<file path="src/rtl/tmr_pkg.sv">
package tmr_pkg;

    localparam int TMR_CNT_W = 16;
    localparam int TMR_PSC_W = 8;

    typedef enum logic [1:0] {
        S_IDLE  = 2'd0,
        S_ARMED = 2'd1,
        S_RUN   = 2'd2,
        S_DONE  = 2'd3
    } tmr_state_e;

    typedef struct packed {
        logic [TMR_PSC_W-1:0] psc;
        logic                 spare1;
        logic                 casc;
        logic                 spare0;
        logic                 trig_en;
        logic                 gate_en;
        logic                 cont;
        logic                 up;
        logic                 run;
    } tmr_ctrl_t;

    localparam logic [2:0] F_CTRL = 3'd0;
    localparam logic [2:0] F_RLD  = 3'd1;
    localparam logic [2:0] F_CMP  = 3'd2;
    localparam logic [2:0] F_CNT  = 3'd3;
    localparam logic [2:0] F_CAP  = 3'd4;

endpackage

</file>
<file path="src/rtl/tmr_sync.sv">
module tmr_sync #(
    parameter int W    = 1,
    parameter bit EDGE = 1'b0
) (
    input  logic         clk,
    input  logic         rst_n,
    input  logic [W-1:0] d_i,
    output logic [W-1:0] q_o
);

    logic [W-1:0] s1_q, s2_q;

    always_ff @(posedge clk) begin
        if (!rst_n) begin
            s1_q <= '0;
            s2_q <= '0;
        end else begin
            s1_q <= d_i;
            s2_q <= s1_q;
        end
    end

    generate
        if (EDGE) begin : g_edge
            logic [W-1:0] s3_q;
            always_ff @(posedge clk) begin
                if (!rst_n) s3_q <= '0;
                else        s3_q <= s2_q;
            end
            assign q_o = s2_q & ~s3_q;

            // a detected edge lasts exactly one cycle
            assert_edge_once_R7: assert property (@(posedge clk) disable iff (!rst_n)
                (q_o != '0) |=> ((q_o & $past(q_o)) == '0));
        end else begin : g_level
            assign q_o = s2_q;
        end
    endgenerate

endmodule

</file>
<file path="src/rtl/tmr_prescale.sv">
module tmr_prescale #(
    parameter int W = 8
) (
    input  logic         clk,
    input  logic         rst_n,
    input  logic         clr_i,
    input  logic         tick_i,
    input  logic [W-1:0] lim_i,
    output logic         step_o
);

    logic [W-1:0] cnt_q;

    assign step_o = tick_i && (cnt_q == lim_i);

    always_ff @(posedge clk) begin
        if (!rst_n)      cnt_q <= '0;
        else if (clr_i)  cnt_q <= '0;
        else if (tick_i) cnt_q <= step_o ? '0 : cnt_q + W'(1);
    end

    assert_psc_bound_R2: assert property (@(posedge clk) disable iff (!rst_n)
        cnt_q <= lim_i);

endmodule

</file>
<file path="src/rtl/tmr_chan.sv">
module tmr_chan
    import tmr_pkg::*;
#(
    parameter int CNT_W = TMR_CNT_W,
    parameter int PSC_W = TMR_PSC_W
) (
    input  logic             clk,
    input  logic             rst_n,
    input  logic             tick_i,
    input  logic             casc_sel_i,
    input  logic             casc_step_i,
    input  logic             ctrl_wr_i,
    input  logic             new_run_i,
    input  logic             new_up_i,
    input  logic             new_trig_i,
    input  logic             up_i,
    input  logic             cont_i,
    input  logic             gate_en_i,
    input  logic [PSC_W-1:0] psc_i,
    input  logic [CNT_W-1:0] reload_i,
    input  logic [CNT_W-1:0] compare_i,
    input  logic             gate_i,
    input  logic             trig_rise_i,
    input  logic             cap_rise_i,
    output logic [CNT_W-1:0] cnt_o,
    output logic [CNT_W-1:0] cap_o,
    output logic             pwm_o,
    output logic             tc_o
);

    tmr_state_e       state_q, state_d;
    logic [CNT_W-1:0] cnt_q, cap_q, start_v, nxt_v;
    logic             pwm_q, en, psc_step, step, at_term;

    assign en      = (state_q == S_RUN) && (!gate_en_i || gate_i);
    assign start_v = up_i ? '0 : reload_i;
    assign nxt_v   = up_i ? cnt_q + CNT_W'(1) : cnt_q - CNT_W'(1);
    assign at_term = up_i ? (cnt_q == reload_i) : (cnt_q == '0);

    tmr_prescale #(.W(PSC_W)) u_psc (
        .clk    (clk),
        .rst_n  (rst_n),
        .clr_i  (ctrl_wr_i),
        .tick_i (tick_i && en && !casc_sel_i),
        .lim_i  (psc_i),
        .step_o (psc_step)
    );

    assign step = !ctrl_wr_i && (casc_sel_i ? (casc_step_i && en) : psc_step);
    assign tc_o = step && at_term;

    // next state
    always_comb begin
        state_d = state_q;
        unique case (state_q)
            S_IDLE:  state_d = S_IDLE;
            S_DONE:  state_d = S_DONE;
            S_ARMED: if (trig_rise_i) state_d = S_RUN;
            S_RUN:   if (tc_o && !cont_i) state_d = S_DONE;
        endcase
        if (ctrl_wr_i) begin
            if (!new_run_i)      state_d = S_IDLE;
            else if (new_trig_i) state_d = S_ARMED;
            else                 state_d = S_RUN;
        end
    end

    // state register
    always_ff @(posedge clk) begin
        if (!rst_n) state_q <= S_IDLE;
        else        state_q <= state_d;
    end

    // count, pulse output, capture
    always_ff @(posedge clk) begin
        if (!rst_n) begin
            cnt_q <= '0;
            pwm_q <= 1'b0;
            cap_q <= '0;
        end else begin
            if (ctrl_wr_i) begin
                if (new_run_i) begin
                    cnt_q <= new_up_i ? '0 : reload_i;
                    pwm_q <= 1'b0;
                end
            end else if (step) begin
                if (at_term) begin
                    pwm_q <= 1'b0;
                    if (cont_i) cnt_q <= start_v;
                end else begin
                    cnt_q <= nxt_v;
                    if (nxt_v == compare_i) pwm_q <= 1'b1;
                end
            end
            if (cap_rise_i) cap_q <= cnt_q;
        end
    end

    assign cnt_o = cnt_q;
    assign cap_o = cap_q;
    assign pwm_o = pwm_q;

    assert_single_done_R5: assert property (@(posedge clk) disable iff (!rst_n)
        (tc_o && !cont_i) |=> (state_q == S_DONE) && $stable(cnt_q));

    assert_wrap_clears_R6: assert property (@(posedge clk) disable iff (!rst_n)
        tc_o |=> !pwm_q);

    assert_armed_hold_R9: assert property (@(posedge clk) disable iff (!rst_n)
        (state_q == S_ARMED && !ctrl_wr_i) |=> $stable(cnt_q));

    assert_stopped_hold_R12: assert property (@(posedge clk) disable iff (!rst_n)
        ((state_q == S_IDLE || state_q == S_DONE) && !ctrl_wr_i)
            |=> $stable(cnt_q) && (state_q == $past(state_q)));

endmodule

</file>
<file path="src/rtl/tmr_pair.sv">
module tmr_pair
    import tmr_pkg::*;
#(
    parameter int CNT_W = TMR_CNT_W
) (
    input  logic             clk,
    input  logic             rst_n,
    input  logic             wr_en,
    input  logic             rd_en,
    input  logic [3:0]       addr,
    input  logic [CNT_W-1:0] wdata,
    output logic [CNT_W-1:0] rdata,
    input  logic [1:0]       gate_i,
    input  logic [1:0]       trig_i,
    input  logic [1:0]       cap_i,
    output logic [1:0]       pwm_o
);

    localparam int NCH    = 2;
    localparam int CTRL_W = $bits(tmr_ctrl_t);

    logic [1:0]       div_q;
    logic             tick;
    logic             ch;
    logic [2:0]       fld;
    tmr_ctrl_t        new_ctrl;
    tmr_ctrl_t        ctrl_q [NCH];
    logic [CNT_W-1:0] rld_q  [NCH];
    logic [CNT_W-1:0] cmp_q  [NCH];
    logic [CNT_W-1:0] cnt    [NCH];
    logic [CNT_W-1:0] cap    [NCH];
    logic [CNT_W-1:0] shadow_q;
    logic [NCH-1:0]   tc, wr_ctrl, casc_sel, casc_step, gate_s, trig_r, cap_r;
    logic [2*NCH-1:0] evt_r;

    assign ch       = addr[3];
    assign fld      = addr[2:0];
    assign new_ctrl = tmr_ctrl_t'(wdata[CTRL_W-1:0]);
    assign tick     = &div_q;

    always_ff @(posedge clk) begin
        if (!rst_n) div_q <= '0;
        else        div_q <= div_q + 2'd1;
    end

    // configuration registers
    always_ff @(posedge clk) begin
        if (!rst_n) begin
            for (int k = 0; k < NCH; k++) begin
                ctrl_q[k] <= '0;
                rld_q[k]  <= '0;
                cmp_q[k]  <= '0;
            end
        end else if (wr_en) begin
            case (fld)
                F_CTRL:  ctrl_q[ch] <= new_ctrl;
                F_RLD:   rld_q[ch]  <= wdata;
                F_CMP:   cmp_q[ch]  <= wdata;
                default: ;
            endcase
        end
    end

    // high-half shadow for coherent 32-bit reads
    always_ff @(posedge clk) begin
        if (!rst_n)                                shadow_q <= '0;
        else if (rd_en && !ch && (fld == F_CNT))   shadow_q <= cnt[1];
    end

    always_comb begin
        rdata = '0;
        case (fld)
            F_CTRL:  rdata = CNT_W'(ctrl_q[ch]);
            F_RLD:   rdata = rld_q[ch];
            F_CMP:   rdata = cmp_q[ch];
            F_CNT:   rdata = (ch && ctrl_q[1].casc) ? shadow_q : cnt[ch];
            F_CAP:   rdata = cap[ch];
            default: rdata = '0;
        endcase
    end

    tmr_sync #(.W(NCH), .EDGE(1'b0)) u_gate_sync (
        .clk   (clk),
        .rst_n (rst_n),
        .d_i   (gate_i),
        .q_o   (gate_s)
    );

    tmr_sync #(.W(2*NCH), .EDGE(1'b1)) u_evt_sync (
        .clk   (clk),
        .rst_n (rst_n),
        .d_i   ({cap_i, trig_i}),
        .q_o   (evt_r)
    );

    assign trig_r    = evt_r[NCH-1:0];
    assign cap_r     = evt_r[2*NCH-1:NCH];
    assign casc_sel  = {ctrl_q[1].casc, 1'b0};
    assign casc_step = {tc[0], 1'b0};

    generate
        for (genvar i = 0; i < NCH; i++) begin : g_ch
            assign wr_ctrl[i] = wr_en && (ch == 1'(i)) && (fld == F_CTRL);

            tmr_chan #(.CNT_W(CNT_W), .PSC_W(TMR_PSC_W)) u_ch (
                .clk         (clk),
                .rst_n       (rst_n),
                .tick_i      (tick),
                .casc_sel_i  (casc_sel[i]),
                .casc_step_i (casc_step[i]),
                .ctrl_wr_i   (wr_ctrl[i]),
                .new_run_i   (new_ctrl.run),
                .new_up_i    (new_ctrl.up),
                .new_trig_i  (new_ctrl.trig_en),
                .up_i        (ctrl_q[i].up),
                .cont_i      (ctrl_q[i].cont),
                .gate_en_i   (ctrl_q[i].gate_en),
                .psc_i       (ctrl_q[i].psc),
                .reload_i    (rld_q[i]),
                .compare_i   (cmp_q[i]),
                .gate_i      (gate_s[i]),
                .trig_rise_i (trig_r[i]),
                .cap_rise_i  (cap_r[i]),
                .cnt_o       (cnt[i]),
                .cap_o       (cap[i]),
                .pwm_o       (pwm_o[i]),
                .tc_o        (tc[i])
            );

            // a wrap never occurs on two consecutive cycles
            assert_wrap_pulse_R3: assert property (@(posedge clk) disable iff (!rst_n)
                tc[i] |=> !tc[i]);
        end
    endgenerate

    assert_shadow_load_R11: assert property (@(posedge clk) disable iff (!rst_n)
        (rd_en && addr == {1'b0, F_CNT}) |=> (shadow_q == $past(cnt[1])));

    assert_chain_hold_R10: assert property (@(posedge clk) disable iff (!rst_n)
        (ctrl_q[1].casc && !tc[0] && !(wr_en && ch)) |=> $stable(cnt[1]));

endmodule

</file>
<file path="config.mk">
export PLATFORM = sky130hd
export DESIGN_NAME = tmr_pair
export DESIGN_NICKNAME = d
export VERILOG_FILES = /design/src/rtl/tmr_pkg.sv /design/src/rtl/tmr_sync.sv /design/src/rtl/tmr_prescale.sv /design/src/rtl/tmr_chan.sv /design/src/rtl/tmr_pair.sv
export SDC_FILE = /design/constraint.sdc
export NUM_CORES = 1
export LEC_CHECK = 0
export BUFFER_PORTS_ARGS = -buffer_cell sky130_fd_sc_hd__buf_4
export CAP_MARGIN = 5
export CORE_MARGIN = 2
export CORE_UTILIZATION = 40
export DETAILED_ROUTE_END_ITERATION = 16
export GPL_TIMING_DRIVEN = 0
export PLACE_DENSITY = 0.62
export REMOVE_ABC_BUFFERS = 1
export SETUP_SLACK_MARGIN = 0.1
export SLEW_MARGIN = 0
export SYNTH_ARGS = -nofsm -noshare
export SYNTH_HDL_FRONTEND = slang
export SYNTH_SLANG_ARGS = --single-unit
</file>
<file path="constraint.sdc">
create_clock -name clk -period 3.5 [get_ports clk]
set_input_delay 0.35 -clock clk [delete_from_list [all_inputs] [get_ports clk]]
set_output_delay 0.35 -clock clk [all_outputs]
set_load 0.005 [all_outputs]
</file>
==> impl_metrics.json <==
{
  "wl_microns": 39100,
  "worst_ep_arrival_time_ns": 3.83,
  "via_per_inst": 5.85,
  "yosys-top-cells-area": "edfxtp_1 (23%), dfxtp_1 (19%), mux2i_1 (6.5%), nand2_1 (4.6%), xnor2_1 (4.5%)",
  "yosysTopAreaCellShare": 0.230,
  "dieArea_sq_um": 32800,
  "vias": 10248,
  "grt_max_degree": 106,
  "drt_iter0_markers": 1085,
  "wl_per_cell_microns": 22.3,
  "grt.overflow.total": 0,
  "htree_num_levels": 1,
  "ys_seq_elements": 216,
  "grt_pass1_vias": 9610,
  "cp_max_fo": 5,
  "rsz0062_at_grt": "yes",
  "core_area_sq_um": 30700,
  "synth.largest_area_cell": "edfxtp_1",
  "place_ws_ns": -0.203,
  "fin_nets": 1400,
  "synth_edf_count": 96,
  "max_slew.worst_pin.slew_ns": 1.35,
  "utilization": 0.461,
  "synth_compound_area_frac": 0.150,
  "initial_core_util": 0.408,
  "peakVddDrop_v": 0.000361,
  "ys_async_sr_fraction": 0,
  "powerDensity_nw_per_um2": 451,
  "cts_tree": "built",
  "dr.pass1.iters": 5,
  "max_freq_mhz": 298,
  "grt_pass1_wl_microns": 58500,
  "post-route-cell-area_sq_um": 14200,
  "layout_common_cells": "nand2_1 (153), dfxtp_1 (119), edfxtp_1 (96)",
  "synthMuxAreaShare": 0.0664,
  "synth-simple-area-share": 0.203,
  "power_leakage_nw": 5.53,
  "portBuffers": 47,
  "worst_setup_path_start_kind": "flip-flop",
  "ant_nets": 0,
  "dpl.hpwl_microns": 27700,
  "setup_violations": 0,
  "clkTransAtPathRegs_ns": 0.06,
  "die_h_microns": 181,
  "gp_congestion": 0.904,
  "synthFlopType": "dfxtp_1",
  "final-seq-area_sq_um": 5290,
  "cts_buffers": 24,
  "synthCells": 1331,
  "cp.required_ns": 3.98,
  "setup_slack_ns": 0.143,
  "final_layout_size_suffix_gt1_frac": 0.106,
  "hold_buffers": 0,
  "power_w": 0.00639,
  "yosys.cell_types.count": 75,
  "core.rowCount": 64,
  "grt_usage": 0.232,
  "insertion_delay_ns": 0.53,
  "clock_sinks": 216,
  "setup_tns_ns": 0,
  "ys_warn_count": 0,
  "status": "finished, final reports clean",
  "finalHoldViolations": 0,
  "slew_violations": 0,
  "postSynthAreaPerCell_sq_um": 9.42,
  "fp.dieW_microns": 181,
  "drc_errors": 0,
  "end_kind": "flip-flop",
  "synth_area_sq_um": 12500,
  "crit_type": "flip-flop to flip-flop",
  "synth_xor_area_frac": 0.0898,
  "mostFrequentLayoutCell": "nand2_1",
  "num-fill-cells": 2930,
  "num_antenna_cells": 0,
  "multi_input_area_sq_um": 6870,
  "slew_headroom": 0.0919,
  "antenna_found_initial": 0,
  "cts-root-buf": "clkbuf_16",
  "syn2layout_area_growth_pct": 13.0,
  "dpl-instance-area_sq_um": 13100,
  "layout_min_cycle_time_ns": 3.36,
  "maxCapViolCount": 0,
  "ios": 48,
  "hold_path_class": "primary input to flip-flop",
  "synthAdderAreaFrac": 0.0341,
  "cts_max_path_buffers": 3,
  "synth_top_family_by_area": "simple AND/OR/NAND/NOR gates",
  "fin_skew_ns": 0.0137,
  "finalCritPeriodShare": 0.959,
  "seq_area_frac_synth": 0.422
}
==> worst max-delay path, cell delays in order, from the launching register on <==
cell	delay (ns)
edfxtp_1	0.41
clkinvlp_4	0.18
buf_4	0.20
ha_1	0.38
xnor2_2	0.25
nor3_1	0.07
a211oi_1	0.40
o311a_1	0.28
nand4_1	0.10
nor4b_1	0.32
nand4_1	0.19
nor4_2	0.28
o221a_2	0.23
==> synthesized netlist by cell type, drive strengths merged, types with 7 or more instances <==
cell type / count
nand2: 155
edfxtp: 96
nor4: 20
a22oi: 17
a211oi: 19
o21ai: 51
nor2: 80
inv: 20
nor2b: 8
or3: 7
nor3b: 12
and2: 88
and3: 40
nand4: 18
buf: 16
clkbuf: 69
nor3: 16
a21boi: 20
mux2i: 82
a21oi: 65
a221oi: 16
xnor2: 65
ha: 31
nand2b: 15
a31oi: 9
xor2: 45
dfxtp: 120
a21o: 13
o22ai: 32
nand3: 16
==> routing by layer <==
metal	part of all wire	routed length [microns]	global-route usage
met5	0	0	0
met4	0.028	1090	0.0647
met3	0.091	3550	0.0411
met2	0.45	17400	0.365
met1	0.43	17000	0.328
==> power breakdown <==
part	switching, W	total [W]	internal, W
clock network	0.00107	0.00282	0.00175
registers	0.000106	0.00282	0.00272
logic	0.000451	0.000747	0.000295
==> final timing paths <==
check                                   startpoint                  to  slack (ns)  depth (start not counted)
worst max-delay path                  ctrl_q[1][1]  g_ch[1].u_ch.pwm_o        0.14                         12
worst min-delay path                     trig_i[1]  u_evt_sync.s1_q[1]        0.02                          2
worst max register to register        ctrl_q[1][1]  g_ch[1].u_ch.pwm_o        0.14                         12
worst min register to register  u_evt_sync.s1_q[0]  u_evt_sync.s2_q[0]        0.43                          1
==> final cells by class <==
| cell class | instances | share of cell area |
|---|---|---|
| Multi-Input combinational cell | 1010 | 0.485 |
| Sequential cell | 216 | 0.373 |
| Clock buffer | 34 | 0.0539 |
| Timing Repair Buffer | 65 | 0.0375 |
| Tap cell | 396 | 0.0350 |
| Clock inverter | 10 | 0.00963 |
| Inverter | 20 | 0.00583 |
==> per-stage QoR <==
step / instances / hold WS [ns]
floorplan: 1246 / 0.399
global placement: 1689 / 0.406
detailed placement: 1691 / 0.417
CTS: 1745 / 0.0155
global route: 1751 / 0.0187
finish: 1751 / 0.0234
==> kinds of logic (layout without fill, tap and decap cells) <==
group | count (synthesis) | after routing
XOR/XNOR | 117 | 117
adder cells (fa/ha/maj) | 33 | 33
AO/OA/AOI/OAI | 283 | 283
AND/OR/NAND/NOR | 494 | 494
multiplexers | 83 | 83
flip-flops | 216 | 216
buffers and inverters | 105 | 129
==> timing repair <==
item,4_1_cts,5_1_grt
gates cloned,0,0
resized for setup,3,7
setup endpoints to repair,4,19
buffers inserted,10,4
==> state kept, by name, indices dropped and copies added (netlist names), 16 cells and up <==
signal and flops:
g_ch.u_ch.u_psc.cnt_q 16, g_ch.u_ch.cap_o 32, g_ch.u_ch.cnt_o 32, cmp_q 32, ctrl_q 32, rld_q 32, shadow_q 16
Power figures use the tool's default switching activity.
